$ cat src/rtl/sram_lane_pkg.sv
package sram_lane_pkg;

    typedef enum logic [2:0] {
        SEQ_IDLE,
        SEQ_READ,
        SEQ_WSETUP,
        SEQ_WPULSE,
        SEQ_WHOLD
    } seq_state_e;

    // Whole clock cycles covering a span, never below one.
    function automatic int clk_cycles(input int span_ps, input int clk_ps);
        int c;
        c = (span_ps + clk_ps - 1) / clk_ps;
        if (c < 1) c = 1;
        return c;
    endfunction

    function automatic int imax(input int a, input int b);
        return (a > b) ? a : b;
    endfunction

endpackage

$ cat src/rtl/sram_cycle_seq.sv
module sram_cycle_seq
    import sram_lane_pkg::*;
#(
    parameter int ADDR_W   = 18,
    parameter int DATA_W   = 16,
    parameter int LANES    = 2,
    parameter int RD_CYC   = 5,
    parameter int WP_CYC   = 5,
    parameter int HOLD_CYC = 1
) (
    input  logic              clk,
    input  logic              rst_n,
    input  logic              req_valid,
    input  logic              req_write,
    input  logic [ADDR_W-1:0] req_addr,
    input  logic [DATA_W-1:0] req_wdata,
    input  logic [LANES-1:0]  req_mask,
    output logic              req_ready,
    output logic [ADDR_W-1:0] mem_addr,
    output logic              mem_ce_n,
    output logic              mem_we_n,
    output logic              mem_oe_n,
    output logic [LANES-1:0]  mem_be_n,
    output logic [DATA_W-1:0] mem_dq_out,
    output logic              mem_dq_oe,
    output logic              sample_stb,
    output logic [LANES-1:0]  lane_sel
);

    localparam int CNT_MAX = imax(imax(RD_CYC, WP_CYC), HOLD_CYC);
    localparam int CNT_W   = $clog2(CNT_MAX + 1);
    localparam logic [CNT_W-1:0] RD_LOAD   = CNT_W'(RD_CYC - 1);
    localparam logic [CNT_W-1:0] WP_LOAD   = CNT_W'(WP_CYC - 1);
    localparam logic [CNT_W-1:0] HOLD_LOAD = CNT_W'(HOLD_CYC - 1);

    typedef struct packed {
        seq_state_e        st;
        logic [CNT_W-1:0]  cnt;
        logic [ADDR_W-1:0] addr;
        logic [DATA_W-1:0] wdata;
        logic [LANES-1:0]  lanes;
        logic              ce_n;
        logic              we_n;
        logic              oe_n;
        logic [LANES-1:0]  be_n;
        logic              dq_oe;
    } seq_regs_t;

    seq_regs_t s_d, s_q;

    always_comb begin
        s_d = s_q;
        unique case (s_q.st)
            SEQ_IDLE: begin
                if (req_valid) begin
                    s_d.addr  = req_addr;
                    s_d.wdata = req_wdata;
                    s_d.lanes = req_mask;
                    s_d.ce_n  = 1'b0;
                    s_d.be_n  = ~req_mask;
                    if (req_write) begin
                        s_d.st   = SEQ_WSETUP;
                        s_d.oe_n = 1'b1;
                        s_d.cnt  = '0;
                    end else begin
                        s_d.st   = SEQ_READ;
                        s_d.oe_n = 1'b0;
                        s_d.cnt  = RD_LOAD;
                    end
                end
            end
            SEQ_READ: begin
                if (s_q.cnt == '0) begin
                    s_d.st   = SEQ_IDLE;
                    s_d.ce_n = 1'b1;
                    s_d.oe_n = 1'b1;
                    s_d.be_n = '1;
                end else begin
                    s_d.cnt = s_q.cnt - 1'b1;
                end
            end
            SEQ_WSETUP: begin
                s_d.st    = SEQ_WPULSE;
                s_d.we_n  = 1'b0;
                s_d.dq_oe = 1'b1;
                s_d.cnt   = WP_LOAD;
            end
            SEQ_WPULSE: begin
                if (s_q.cnt == '0) begin
                    s_d.st   = SEQ_WHOLD;
                    s_d.we_n = 1'b1;
                    s_d.cnt  = HOLD_LOAD;
                end else begin
                    s_d.cnt = s_q.cnt - 1'b1;
                end
            end
            SEQ_WHOLD: begin
                if (s_q.cnt == '0) begin
                    s_d.st    = SEQ_IDLE;
                    s_d.ce_n  = 1'b1;
                    s_d.be_n  = '1;
                    s_d.dq_oe = 1'b0;
                end else begin
                    s_d.cnt = s_q.cnt - 1'b1;
                end
            end
            default: begin
                s_d.st    = SEQ_IDLE;
                s_d.ce_n  = 1'b1;
                s_d.we_n  = 1'b1;
                s_d.oe_n  = 1'b1;
                s_d.be_n  = '1;
                s_d.dq_oe = 1'b0;
            end
        endcase
    end

    always_ff @(posedge clk or negedge rst_n) begin
        if (!rst_n) begin
            s_q.st    <= SEQ_IDLE;
            s_q.cnt   <= '0;
            s_q.addr  <= '0;
            s_q.wdata <= '0;
            s_q.lanes <= '0;
            s_q.ce_n  <= 1'b1;
            s_q.we_n  <= 1'b1;
            s_q.oe_n  <= 1'b1;
            s_q.be_n  <= '1;
            s_q.dq_oe <= 1'b0;
        end else begin
            s_q <= s_d;
        end
    end

    assign req_ready  = (s_q.st == SEQ_IDLE);
    assign mem_addr   = s_q.addr;
    assign mem_ce_n   = s_q.ce_n;
    assign mem_we_n   = s_q.we_n;
    assign mem_oe_n   = s_q.oe_n;
    assign mem_be_n   = s_q.be_n;
    assign mem_dq_out = s_q.wdata;
    assign mem_dq_oe  = s_q.dq_oe;
    assign sample_stb = (s_q.st == SEQ_READ) && (s_q.cnt == '0);
    assign lane_sel   = s_q.lanes;

endmodule

$ cat src/rtl/sram_read_capture.sv
module sram_read_capture #(
    parameter int DATA_W = 16,
    parameter int LANES  = 2
) (
    input  logic              clk,
    input  logic              rst_n,
    input  logic              sample_stb,
    input  logic [LANES-1:0]  lane_sel,
    input  logic [DATA_W-1:0] mem_dq_in,
    output logic              rd_valid,
    output logic [DATA_W-1:0] rd_data
);

    localparam int LANE_W = DATA_W / LANES;

    typedef struct packed {
        logic              vld;
        logic [DATA_W-1:0] data;
    } cap_regs_t;

    cap_regs_t c_d, c_q;
    logic [DATA_W-1:0] gated;

    for (genvar g = 0; g < LANES; g++) begin : g_lane
        assign gated[g*LANE_W +: LANE_W] =
            lane_sel[g] ? mem_dq_in[g*LANE_W +: LANE_W] : '0;
    end

    always_comb begin
        c_d     = c_q;
        c_d.vld = sample_stb;
        if (sample_stb) c_d.data = gated;
    end

    always_ff @(posedge clk or negedge rst_n) begin
        if (!rst_n) begin
            c_q.vld  <= 1'b0;
            c_q.data <= '0;
        end else begin
            c_q <= c_d;
        end
    end

    assign rd_valid = c_q.vld;
    assign rd_data  = c_q.data;

endmodule

$ cat src/rtl/sram_lane_ctrl.sv
module sram_lane_ctrl
    import sram_lane_pkg::*;
#(
    parameter int ADDR_W        = 18,
    parameter int DATA_W        = 16,
    parameter int CLK_PERIOD_PS = 4000,
    parameter int T_RC_PS       = 20000,
    parameter int T_WC_PS       = 20000,
    parameter int T_WP_PS       = 11000,
    parameter int T_DW_PS       = 9000,
    parameter int T_WHZ_PS      = 9000
) (
    input  logic              clk,
    input  logic              rst_n,
    input  logic              req_valid,
    output logic              req_ready,
    input  logic              req_write,
    input  logic [ADDR_W-1:0] req_addr,
    input  logic [DATA_W-1:0] req_wdata,
    input  logic [1:0]        req_mask,
    output logic              rd_valid,
    output logic [DATA_W-1:0] rd_data,
    output logic [ADDR_W-1:0] mem_addr,
    output logic              mem_ce_n,
    output logic              mem_we_n,
    output logic              mem_oe_n,
    output logic [1:0]        mem_be_n,
    output logic [DATA_W-1:0] mem_dq_out,
    output logic              mem_dq_oe,
    input  logic [DATA_W-1:0] mem_dq_in
);

    localparam int LANES    = 2;
    localparam int RD_CYC   = clk_cycles(T_RC_PS, CLK_PERIOD_PS);
    localparam int WP_CYC   = imax(imax(clk_cycles(T_WP_PS, CLK_PERIOD_PS),
                                        clk_cycles(T_DW_PS, CLK_PERIOD_PS)),
                                   clk_cycles(T_WHZ_PS + T_DW_PS, CLK_PERIOD_PS));
    localparam int WC_CYC   = clk_cycles(T_WC_PS, CLK_PERIOD_PS);
    localparam int HOLD_CYC = imax(1, WC_CYC - 1 - WP_CYC);

    logic             sample_stb;
    logic [LANES-1:0] lane_sel;

    sram_cycle_seq #(
        .ADDR_W   (ADDR_W),
        .DATA_W   (DATA_W),
        .LANES    (LANES),
        .RD_CYC   (RD_CYC),
        .WP_CYC   (WP_CYC),
        .HOLD_CYC (HOLD_CYC)
    ) u_seq (
        .clk        (clk),
        .rst_n      (rst_n),
        .req_valid  (req_valid),
        .req_write  (req_write),
        .req_addr   (req_addr),
        .req_wdata  (req_wdata),
        .req_mask   (req_mask),
        .req_ready  (req_ready),
        .mem_addr   (mem_addr),
        .mem_ce_n   (mem_ce_n),
        .mem_we_n   (mem_we_n),
        .mem_oe_n   (mem_oe_n),
        .mem_be_n   (mem_be_n),
        .mem_dq_out (mem_dq_out),
        .mem_dq_oe  (mem_dq_oe),
        .sample_stb (sample_stb),
        .lane_sel   (lane_sel)
    );

    sram_read_capture #(
        .DATA_W (DATA_W),
        .LANES  (LANES)
    ) u_cap (
        .clk        (clk),
        .rst_n      (rst_n),
        .sample_stb (sample_stb),
        .lane_sel   (lane_sel),
        .mem_dq_in  (mem_dq_in),
        .rd_valid   (rd_valid),
        .rd_data    (rd_data)
    );

endmodule

$ cat config.mk
export PLATFORM = sky130hd
export DESIGN_NAME = sram_lane_ctrl
export DESIGN_NICKNAME = d
export VERILOG_FILES = /design/src/rtl/sram_lane_pkg.sv /design/src/rtl/sram_cycle_seq.sv /design/src/rtl/sram_read_capture.sv /design/src/rtl/sram_lane_ctrl.sv
export SDC_FILE = /design/constraint.sdc
export NUM_CORES = 1
export LEC_CHECK = 0
export BUFFER_PORTS_ARGS = -buffer_cell sky130_fd_sc_hd__buf_2
export CAP_MARGIN = 20
export CORE_MARGIN = 5
export CORE_UTILIZATION = 53
export DETAILED_ROUTE_END_ITERATION = 10
export PLACE_DENSITY = 0.86
export SYNTH_ARGS = -nofsm -noshare
export SYNTH_HDL_FRONTEND = slang
export SYNTH_HIERARCHICAL = 1
export SYNTH_SLANG_ARGS = --single-unit
$ cat constraint.sdc
create_clock -name clk -period 2.8 [get_ports clk]
set_input_delay 0.14 -clock clk [delete_from_list [all_inputs] [get_ports clk]]
set_output_delay 0.14 -clock clk [all_outputs]
set_load 0.05 [all_outputs]
==> results of run 1 <==
==> placed cells by master, fill, tap and decap left out, types with 2 or more instances in the layout <==
cell type,netlist,routed
a21oi_1,4,4
inv_1,24,24
o21ai_0,21,21
mux2_2,36,36
a22oi_1,4,4
a32oi_1,2,2
clkinv_2,0,2
nand2b_1,4,4
clkbuf_8,0,10
buf_2,2,113
dfstp_2,5,5
ha_1,2,2
clkinvlp_4,0,2
o32a_1,2,2
dlygate4sd3_1,0,3
nor2_1,7,7
dfrtp_1,60,60
mux2_1,2,2
nand3_1,18,18
buf_4,42,3
==> stage by stage <==
stage / hold slack [ns] / instance area [sq um]
floorplan: -0.1556 / 3112
global placement: 0.3155 / 3406
detailed placement: 0.3174 / 3406
CTS: 0.01107 / 3632
global route: 0.01718 / 3632
finish: 0.03588 / 3632
==> final timing paths <==
check | endpoint | slack, ns | cells after the start
worst max-delay path | u_seq/mem_addr[10] | 0.92 | 4
worst min register to register | u_seq/mem_be_n[1] | 0.47 | 2
worst max register to register | u_seq/mem_addr[10] | 0.92 | 4
min in group asynchronous | u_seq/mem_dq_out[4] | 0.52 | 3
worst min-delay path | u_seq/mem_dq_out[10] | 0.04 | 2
max in group asynchronous | u_seq/s_q[46] | 1.76 | 3
==> layout make-up <==
cell class | instances | share of cell area [%]
Sequential cell | 65 | 44.95
Clock buffer | 11 | 3.893
Timing Repair Buffer | 119 | 17.02
Inverter | 24 | 2.480
Clock inverter | 5 | 1.516
Tap cell | 75 | 2.584
Multi-Input combinational cell | 124 | 27.56
==> critical path, stage by stage (launching register included) <==
cell,delay [ns]
dfrtp_1,0.56
nand2b_4,0.25
nor3_4,0.10
buf_4,0.44
mux2_2,0.40
==> timing repair <==
item | CTS | global route
setup endpoints to repair | 0 | 0
endpoints found under the hold margin | 4 | 0
hold buffers | 3 | 0
==> state kept, by name, summed over array words and instances (netlist names) <==
register	cells
u_seq/mem_we_n	1
u_seq/mem_be_n	2
u_cap/rd_data	16
u_seq/s_q	6
u_seq/mem_dq_oe	1
u_seq/mem_addr	18
u_seq/lane_sel	2
u_seq/mem_ce_n	1
u_seq/mem_oe_n	1
u_seq/mem_dq_out	16
u_cap/rd_valid	1
==> kinds of logic (layout without fill, tap and decap cells) <==
group	Yosys count	in the layout	share of synthesized area, %
AOI/OAI and AO/OA	45	45	9.852
adders and majority gates	2	2	0.8041
buffers and inverters	76	159	15.52
muxes	38	38	13.75
and+or+nand+nor	39	39	7.600
DFF	65	65	52.47
==> layer usage <==
metal / up-vias / global-route usage [%]
met1: 1027 / 21.81
met2: 87 / 26.43
met4: 0 / 6.516
met3: 9 / 6.749
li1: 1021 / -
met5: - / 0
==> impl_metrics.json, run 1 <==
{
  "fillers": 475,
  "start_kind": "register",
  "drt_iter0_drc": 40,
  "crit_fanout": 38,
  "setup_slack_ns": 0.9244,
  "final_hold_viol_count": 0,
  "synthCells": 265,
  "min_path_type": "primary input to register",
  "path_clk_slew_ns": 0.07,
  "clock_latency_ns": 0.33,
  "worst_ep_required_time_ns": 3.01,
  "finalCriticalPeriod_ns": 1.876,
  "die_area_sq_um": 7504,
  "grt_pass1_wl_mm": 10.03,
  "ys_seq_area_share_pct": 52.47,
  "hp-start": "req_wdata[10]",
  "yosys_warnings": 6,
  "pre_cts_slack_ns": 0.9224,
  "slew_viol_final": 0,
  "r2r_start": "u_seq/s_q[47]",
  "synth_area_sq_um": 3112,
  "synth_nets": 323,
  "placed_cells": 404,
  "seq_area_sq_um": 1633,
  "num_vias": 2144,
  "post_cts_buffers": 0,
  "wl_met1_mm": 2.570,
  "gp_congestion": 0.8518,
  "cts.sink_count": 65,
  "num_rows": 28,
  "postSynthAreaPerCell_sq_um": 11.74,
  "synth_common_cells": "dfrtp_1, buf_4, mux2_2",
  "top_layer": "met4",
  "final_util_pct": 62.46,
  "wl_per_cell_um": 14.63,
  "area_growth_pct": 16.73,
  "tightest_slew_ns": 0.7873,
  "cts_max_level": 3,
  "multi_input_comb_area_sq_um": 1001,
  "antenna_found_initial": 0,
  "run_status": "complete, no violations",
  "vias_per_cell": 5.069,
  "root_buffer": "clkbuf_8",
  "start_util_pct": 53.51,
  "cts_tree": "built",
  "fin_cells": 423,
  "cts_resized": 0,
  "grt_pass1_vias": 2201,
  "met3WireLength_um": 602,
  "grt_usage_pct": 17.14,
  "portBuffers": 113,
  "overflow": 0,
  "synthFlopType": "dfrtp_1",
  "maxCapViolations": 0,
  "synth_edf_count": 0,
  "yosys.area.top_type": "dfrtp_1",
  "drt-pass1-iter-count": 4,
  "ant_nets": 0,
  "num_antenna_cells": 0,
  "wl_met2_mm": 2.932,
  "synth.top_cell.area_share_pct": 48.25,
  "max_freq_ghz": 0.5332,
  "die_y_um": 86.63,
  "tns_ns": 0,
  "design.core.area_sq_um": 5816,
  "finalSetupViolCount": 0,
  "rsz0062_at_grt": "false",
  "grt_start_max_net_pins": 66,
  "slew_headroom_pct": 47.52,
  "crit_path_end_kind": "register",
  "die_w_um": 86.63,
  "drcViolationCount": 0,
  "io_pins": 114,
  "synth_cell_type_count": 39,
  "finalCritPeriodShare_pct": 66.98,
  "synthTopCellsByArea": "dfrtp_1, mux2_2, buf_4",
  "final_nets": 401,
  "numCtsBuffers": 9,
  "ys_ff_latch": 65,
  "cts_buffer_depth": 2,
  "layout-drive-gt1-share_pct": 51.72,
  "async_reset_ff_share_pct": 100.0,
  "dpl.hpwl_mm": 4.556,
  "finalClockSkew_ns": 0.008296,
  "path_class": "register to register",
  "crit_path_start": "u_seq/s_q[47]",
  "arrival_ns": 2.08,
  "drt-total-wl_mm": 6.188,
  "yosysMostFrequentCell": "dfrtp_1"
}
Power of run 1 is not shown: default switching activity piles up to over one toggle a cycle in this logic, so the estimate is an artifact.
==> run 2: changes to the inputs <==
--- a/config.mk
+++ b/config.mk
@@ -5,12 +5,13 @@
 export SDC_FILE = /design/constraint.sdc
 export NUM_CORES = 1
 export LEC_CHECK = 0
+export ABC_AREA = 1
 export BUFFER_PORTS_ARGS = -buffer_cell sky130_fd_sc_hd__buf_2
 export CAP_MARGIN = 20
 export CORE_MARGIN = 5
-export CORE_UTILIZATION = 53
+export CORE_UTILIZATION = 49
 export DETAILED_ROUTE_END_ITERATION = 10
-export PLACE_DENSITY = 0.86
+export PLACE_DENSITY = 0.81
 export SYNTH_ARGS = -nofsm -noshare
 export SYNTH_HDL_FRONTEND = slang
 export SYNTH_HIERARCHICAL = 1
==> constraint.sdc (replaced) <==
create_clock -name clk -period 1.9 [get_ports clk]
set_input_delay 0.095 -clock clk [delete_from_list [all_inputs] [get_ports clk]]
set_output_delay 0.095 -clock clk [all_outputs]
set_load 0.05 [all_outputs]
==> run 2 against run 1 <==
  * First-iteration DRC count grew to 3.0 times the previous value
  * Worst setup slack got worse by 0.54 ns
  * Synthesized cell count grew 32%
  * Critical endpoint is now req_ready
==> impl_metrics.json, run 2 <==
{
  "drcViolationCount": 0,
  "path_clk_slew_ns": 0.07,
  "placed_cells": 492,
  "slew_viol_final": 0,
  "num_vias": 2713,
  "synth_top_family_by_area": "simple AND/OR/NAND/NOR gates",
  "path_cells": "nor2_4 -> inv_2 -> nor2_4 -> buf_2",
  "setup_slack_ns": 0.3806,
  "cts.sink_count": 65,
  "grt_start_max_net_pins": 38,
  "start_util_pct": 50.88,
  "antenna_found_initial": 0,
  "yosysMostFrequentCell": "nand2_1",
  "arrival_ns": 1.42,
  "critPathSlowestCell": "dfrtp_1",
  "io_pins": 114,
  "tns_ns": 0,
  "drt_iter0_drc": 118,
  "dpl.hpwl_mm": 4.776,
  "grt_pass1_vias": 2671,
  "pwr-share-clk_pct": 19.1,
  "max_stage_delay_ns": 0.47,
  "synthFlopType": "dfrtp_1",
  "synth-compound-area-share_pct": 1.847,
  "cts_tree": "built",
  "maxCapViolations": 0,
  "tightest_slew_ns": 0.5891,
  "final_hold_viol_count": 0,
  "area_growth_pct": 36.37,
  "finalSetupViolCount": 0,
  "synthCells": 350,
  "path_common_cell": "nor2_4",
  "synth_area_sq_um": 3048,
  "synth_common_cells": "nand2_1, dfrtp_1, buf_4",
  "worst_ep_required_time_ns": 1.80,
  "path_class": "register to output pin",
  "fillers": 478,
  "vdd_drop_max_v": 0.001288,
  "async_reset_ff_share_pct": 100.0,
  "hp-start": "mem_dq_in[4]",
  "die_y_um": 88.87,
  "largest_reg_flops": 18,
  "cts_buffer_depth": 2,
  "layout-drive-gt1-share_pct": 31.69,
  "ant_nets": 0,
  "die_area_sq_um": 7898,
  "vias_per_cell": 4.836,
  "r2r_end": "u_seq/mem_dq_out[13]",
  "synthMuxAreaShare_pct": 0,
  "reg2reg_depth": 7,
  "min_path_type": "primary input to register",
  "power_frac_seq_pct": 29.5,
  "design.core.area_sq_um": 5991,
  "fin_cells": 561,
  "worst-path-buf-inv": 2,
  "synth-adder-area-share_pct": 0.8210,
  "crit_fanout": 7,
  "path_delay_family": "flip-flops",
  "overflow": 0,
  "synth_nets": 408,
  "num_antenna_cells": 0,
  "synth.top_cell.area_share_pct": 49.26,
  "grt_pass1_wl_mm": 12.23,
  "finalCriticalPeriod_ns": 1.519,
  "powerDensity_nw_per_um2": 1988,
  "final_nets": 539,
  "synthTopCellsByArea": "dfrtp_1, nand2_1, buf_4",
  "final_cell_mix": "nand2_1, buf_2, dfrtp_1, dlygate4sd3_1, nand3_1",
  "start_kind": "register",
  "portBuffers": 113,
  "synthSimpleGateAreaFrac_pct": 27.59,
  "p_leak_uw": 0.002367,
  "r2r_start": "u_seq/s_q[47]",
  "grt_usage_pct": 20.25,
  "drt-total-wl_mm": 7.794,
  "p_switching_uw": 4172,
  "slew_headroom_pct": 60.73,
  "synth_edf_count": 0,
  "synth_xor_area_share_pct": 0.2874,
  "yosys_warnings": 6,
  "worstHoldEndpoint": "u_cap/rd_data[4]",
  "max_freq_ghz": 0.6581,
  "ys_ff_latch": 65,
  "run_status": "complete, no violations",
  "die_w_um": 88.87,
  "p_int_uw": 4092,
  "yosys.area.top_type": "dfrtp_1",
  "synth_cell_type_count": 23,
  "clock_latency_ns": 0.33,
  "crit_path_end_kind": "output pin",
  "postSynthAreaPerCell_sq_um": 8.708,
  "rsz0062_at_grt": "false",
  "hold-path-cell-count": 3,
  "p_sw_share_pct": 50.48,
  "finalCritPeriodShare_pct": 79.97,
  "drt-pass1-iter-count": 4,
  "numCtsBuffers": 9,
  "num_rows": 28,
  "ys_seq_area_share_pct": 53.57,
  "root_buffer": "clkbuf_8",
  "cts_max_level": 3,
  "wl_per_cell_um": 13.89,
  "rrSetupSlack_ns": 0.38,
  "final_common_cell": "nand2_1",
  "post_cts_buffers": 0,
  "comb_power_share_pct": 51.3,
  "pre_cts_slack_ns": 0.4017,
  "finalClockSkew_ns": 0.008540,
  "gp_congestion": 0.8687
}
-- run 2: changes by cell type in the layout (fill, tap and decap cells not counted), moves of 3 or more --
cell / previous run / this run
nand2_1: 1 / 149
dlygate4sd3_1: 3 / 53
mux2_2: 36 / 0
o21ai_0: 21 / 5
nand2_2: 0 / 11
nand3_1: 18 / 26
inv_1: 24 / 17
nand2b_1: 4 / 0
nor2_1: 7 / 11
bufinv_16: 1 / 4
-- run 2: cell families (layout without fill, tap and decap cells) --
kind of cell             Yosys count  count (layout)
buffers and inverters             70             206
AND/OR/NAND/NOR                  202             202
XOR/XNOR                           1               1
flip-flops                        65              65
AO/OA/AOI/OAI                     10              10
adder cells (fa/ha/maj)            2               2
-- run 2: cell type report --
class / count / area, sq um / area share (%)
sequential: 65 / 1633 / 39.28
timing repair buffer: 170 / 1139 / 27.39
multi-input combinational: 215 / 930.9 / 22.40
clock buffer: 10 / 137.6 / 3.311
clock inverter: 6 / 137.6 / 3.311
tap: 75 / 93.84 / 2.258
inverter: 20 / 85.08 / 2.047
-- run 2: worst max-delay path by stage --
| stage | from | endpoint | slack, ns | depth (start not counted) |
|---|---|---|---|---|
| 2_1_floorplan | u_seq/s_q[47] | u_seq/mem_addr[0] | 0.33 | 8 |
| 3_3_place_gp | u_seq/s_q[42] | u_cap/rd_data[14] | 0.42 | 8 |
| 3_5_place_dp | u_seq/s_q[47] | u_seq/mem_addr[11] | 0.40 | 7 |
| 4_1_cts | u_seq/s_q[47] | req_ready | 0.36 | 4 |
| 5_1_grt | u_seq/s_q[47] | u_seq/mem_dq_out[13] | 0.21 | 7 |
| 6_report | u_seq/s_q[47] | req_ready | 0.38 | 4 |
-- run 2: repair_timing --
action / 4_1_cts / 5_1_grt
hold buffers: 53 / 0
hold endpoints to repair: 70 / 0
resized for setup: 0 / 0
-- run 2: power groups by stage --
stage | clock network [uW] | logic, uW | registers, uW
global route | 1690 | 4570 | 2510
CTS | 1610 | 4230 | 2430
global placement | 0 | 4070 | 2430
finish | 1580 | 4240 | 2440
floorplan | 0 | 3430 | 2840
detailed placement | 0 | 4140 | 2440
-- run 2: worst min-delay path: cells and delay by family --
| kind | cells | cell delay (ns) |
|---|---|---|
| AND/OR/NAND/NOR | 2 | 0.13 |
| buffers and inverters | 1 | 0.08 |
-- run 2: per-stage QoR --
step                      area (sq um)  util, %  total power (uW)  hold slack (ns)
final                             4156    69.38              8263          0.02284
after global routing              4156    69.38              8771          0.02144
after CTS                         4156    69.38              8273          0.01031
after detailed placement          3351    55.93              6582           0.1359
after global placement            3351    55.93              6496           0.1284
after floorplan                   3048        -              6268          -0.2006
-- run 2: layer usage --
metal	GRT usage (%)	up-vias	share of wire (%)
met5	0	-	0
met4	8.929	0	2.0
met3	4.655	18	7.5
met2	33.67	126	49
met1	25.19	1272	41
li1	-	1297	-
No activity file was read; power rests on OpenSTA's default activity.
==> run 3: changes to the inputs <==
--- a/config.mk
+++ b/config.mk
@@ -5,13 +5,13 @@
 export SDC_FILE = /design/constraint.sdc
 export NUM_CORES = 1
 export LEC_CHECK = 0
-export ABC_AREA = 1
+export ABC_AREA = 0
 export BUFFER_PORTS_ARGS = -buffer_cell sky130_fd_sc_hd__buf_2
 export CAP_MARGIN = 20
 export CORE_MARGIN = 5
-export CORE_UTILIZATION = 49
+export CORE_UTILIZATION = 45
 export DETAILED_ROUTE_END_ITERATION = 10
-export PLACE_DENSITY = 0.81
+export PLACE_DENSITY = 0.78
 export SYNTH_ARGS = -nofsm -noshare
 export SYNTH_HDL_FRONTEND = slang
 export SYNTH_HIERARCHICAL = 1
==> constraint.sdc (replaced) <==
create_clock -name clk -period 1.35 [get_ports clk]
set_input_delay 0.0675 -clock clk [delete_from_list [all_inputs] [get_ports clk]]
set_output_delay 0.0675 -clock clk [all_outputs]
set_load 0.05 [all_outputs]
==> run 3 against run 2 <==
  * The run now ends with setup timing left
  * Total power rose by 57%
  * Clock skew grew 0.0061 ns
  * Hold slack gained 0.017 ns
  * Worst setup slack worse by 0.56 ns
  * Die area up 9.9%
  * Cell count down 9.1%
  * Via count down 8.0%
  * Highest routed layer unchanged
==> impl_metrics.json, run 3 (same netlist as run 1, synthesis figures left out) <==
{
  "finalClockSkew_ns": 0.01462,
  "cts.sink_count": 65,
  "root_buffer": "clkbuf_8",
  "finalCriticalPeriod_ns": 1.531,
  "max_freq_ghz": 0.6530,
  "num_rows": 30,
  "final_common_cell": "buf_2",
  "design.core.area_sq_um": 6756,
  "cts_max_level": 3,
  "crit_fanout": 14,
  "p_switching_uw": 6380,
  "crit_path_start": "u_seq/s_q[47]",
  "final_hold_viol_count": 0,
  "layout-drive-gt1-share_pct": 59.77,
  "gr-usage-met1_pct": 22.56,
  "crit_path_end_kind": "register",
  "wl_per_cell_um": 16.27,
  "final_nets": 485,
  "arrival_ns": 1.74,
  "grt.met2_usage_pct": 33.83,
  "multi_input_comb_area_sq_um": 1252,
  "hp-start": "req_write",
  "p_int_uw": 6616,
  "antenna_found_initial": 0,
  "area_growth_pct": 53.20,
  "violations": "setup timing",
  "comb_power_share_pct": 61.5,
  "grt_start_max_net_pins": 66,
  "die_y_um": 93.16,
  "tightest_slew_ns": 0.6131,
  "run_status": "finished with violations",
  "use_met3_pct": 4.103,
  "clock_latency_ns": 0.33,
  "finalSetupViolCount": 56,
  "critPathSlowestCell": "dfrtp_2",
  "top_usage_layer": "met2",
  "ant_nets": 0,
  "rsz0062_at_grt": "true",
  "portBuffers": 113,
  "path_delay_family": "flip-flops",
  "die_w_um": 93.16,
  "largest_reg_flops": 18,
  "final_util_pct": 70.56,
  "start_util_pct": 46.06,
  "gp_congestion": 0.8695,
  "path_class": "register to register",
  "overflow": 0,
  "power_frac_seq_pct": 27.4,
  "io_pins": 114,
  "die_area_sq_um": 8678,
  "worst_ep_required_time_ns": 1.56,
  "final_cell_mix": "buf_2, dfrtp_1, dlygate4sd3_1, mux2_2, buf_4",
  "grt_pass1_vias": 2747,
  "cts_tree": "built",
  "max_stage_delay_ns": 0.44,
  "vias_per_cell": 4.892,
  "powerDensity_nw_per_um2": 2726,
  "setup_slack_ns": -0.1813,
  "finalCritPeriodShare_pct": 113.4,
  "path_clk_slew_ns": 0.07,
  "r2r_start": "u_seq/s_q[47]",
  "drt_iter0_drc": 81,
  "seq_area_sq_um": 1637,
  "drcViolationCount": 0,
  "fin_area_sq_um": 4767,
  "pwr-share-clk_pct": 11.0,
  "dpl_cell_area_sq_um": 3681,
  "num_antenna_cells": 0,
  "slew_viol_final": 0,
  "worst-path-buf-inv": 2,
  "start_kind": "register",
  "drt-total-wl_mm": 8.299,
  "vdd_drop_max_v": 0.001508,
  "path_cells": "nand2b_4 -> nor3_4 -> buf_4 -> clkbuf_16 -> mux2_2",
  "grt_usage_pct": 19.14,
  "p_leak_uw": 0.002242,
  "p_sw_share_pct": 49.09,
  "cts_buffer_depth": 2,
  "numCtsBuffers": 9,
  "grt_pass1_wl_mm": 13.07,
  "maxCapViolations": 0,
  "drt-pass1-iter-count": 4,
  "num_vias": 2495,
  "tns_ns": -6.851,
  "dpl.hpwl_mm": 4.764,
  "slew_headroom_pct": 59.12,
  "fillers": 464,
  "pre_cts_slack_ns": -0.2912,
  "min_path_type": "primary input to register"
}
## run 3: cell count changes in the layout (fill, tap and decap cells not counted), sizes merged, moves of 3 or more
cell,delta
clkbuf,+3
mux2,+38
nor3,+3
nor2,-6
a21oi,+3
nand2,-159
buf,+31
o21ai,+17
inv,+3
nand2b,+5
bufinv,-4
nand3,-8
## run 3: per-layer routing
| layer | up-vias | wire length (um) |
|---|---|---|
| met5 | - | 0 |
| met3 | 17 | 460 |
| li1 | 1187 | - |
| met1 | 1196 | 3387 |
| met2 | 95 | 4262 |
| met4 | 0 | 189 |
## run 3: area by class of cell
cell class	count	area share, %
multi-input cells	124	26.27
repair buffers	203	31.81
inverters	24	1.942
clock buffers	11	3.176
clock inverters	3	0.3675
flip-flops and latches	65	34.33
well taps	80	2.100
## run 3: worst reg2reg max path, delay by kind of cell, from the launching register on
family                 cells  cell delay (ns)
DFF                        1             0.44
muxes                      1             0.34
buffers and inverters      2             0.33
and+or+nand+nor            2             0.32
## run 3: what timing repair did
item / 4_1_cts / 5_1_grt
hold buffers: 53 / 0
resized for setup: 35 / 17
endpoints found under the hold margin: 113 / 0
pin swaps: 19 / 4
buffers inserted: 10 / 4
gates cloned: 3 / 2
endpoints found under the setup margin: 63 / 62
## run 3: worst paths after layout
check                                            to  depth (start not counted)  slack [ns]
min in group asynchronous          u_cap/rd_data[9]                          3        0.27
worst min register to register    u_seq/mem_be_n[0]                          2        0.47
worst min-delay path                  u_seq/s_q[46]                          3        0.04
worst max register to register  u_seq/mem_dq_out[3]                          5       -0.18
max in group asynchronous         u_seq/mem_be_n[0]                          3        0.76
worst max-delay path            u_seq/mem_dq_out[3]                          5       -0.18
## run 3: power by group through the flow
stage / clock [uW] / sequential (uW) / combinational [uW]
floorplan: 0 / 4110 / 5440
global placement: 0 / 3480 / 6660
detailed placement: 0 / 3530 / 6810
CTS: 1500 / 3500 / 7810
global route: 1580 / 3700 / 8420
finish: 1430 / 3560 / 8000
## run 3: stage by stage
stage	power [uW]	hold WS (ns)	std cells
2_1_floorplan	9548	-0.2281	265
3_3_place_gp	10140	0.1094	428
4_1_cts	12810	0.03053	507
5_1_grt	13700	0.05251	510
3_5_place_dp	10340	0.1088	428
6_report	13000	0.03997	510
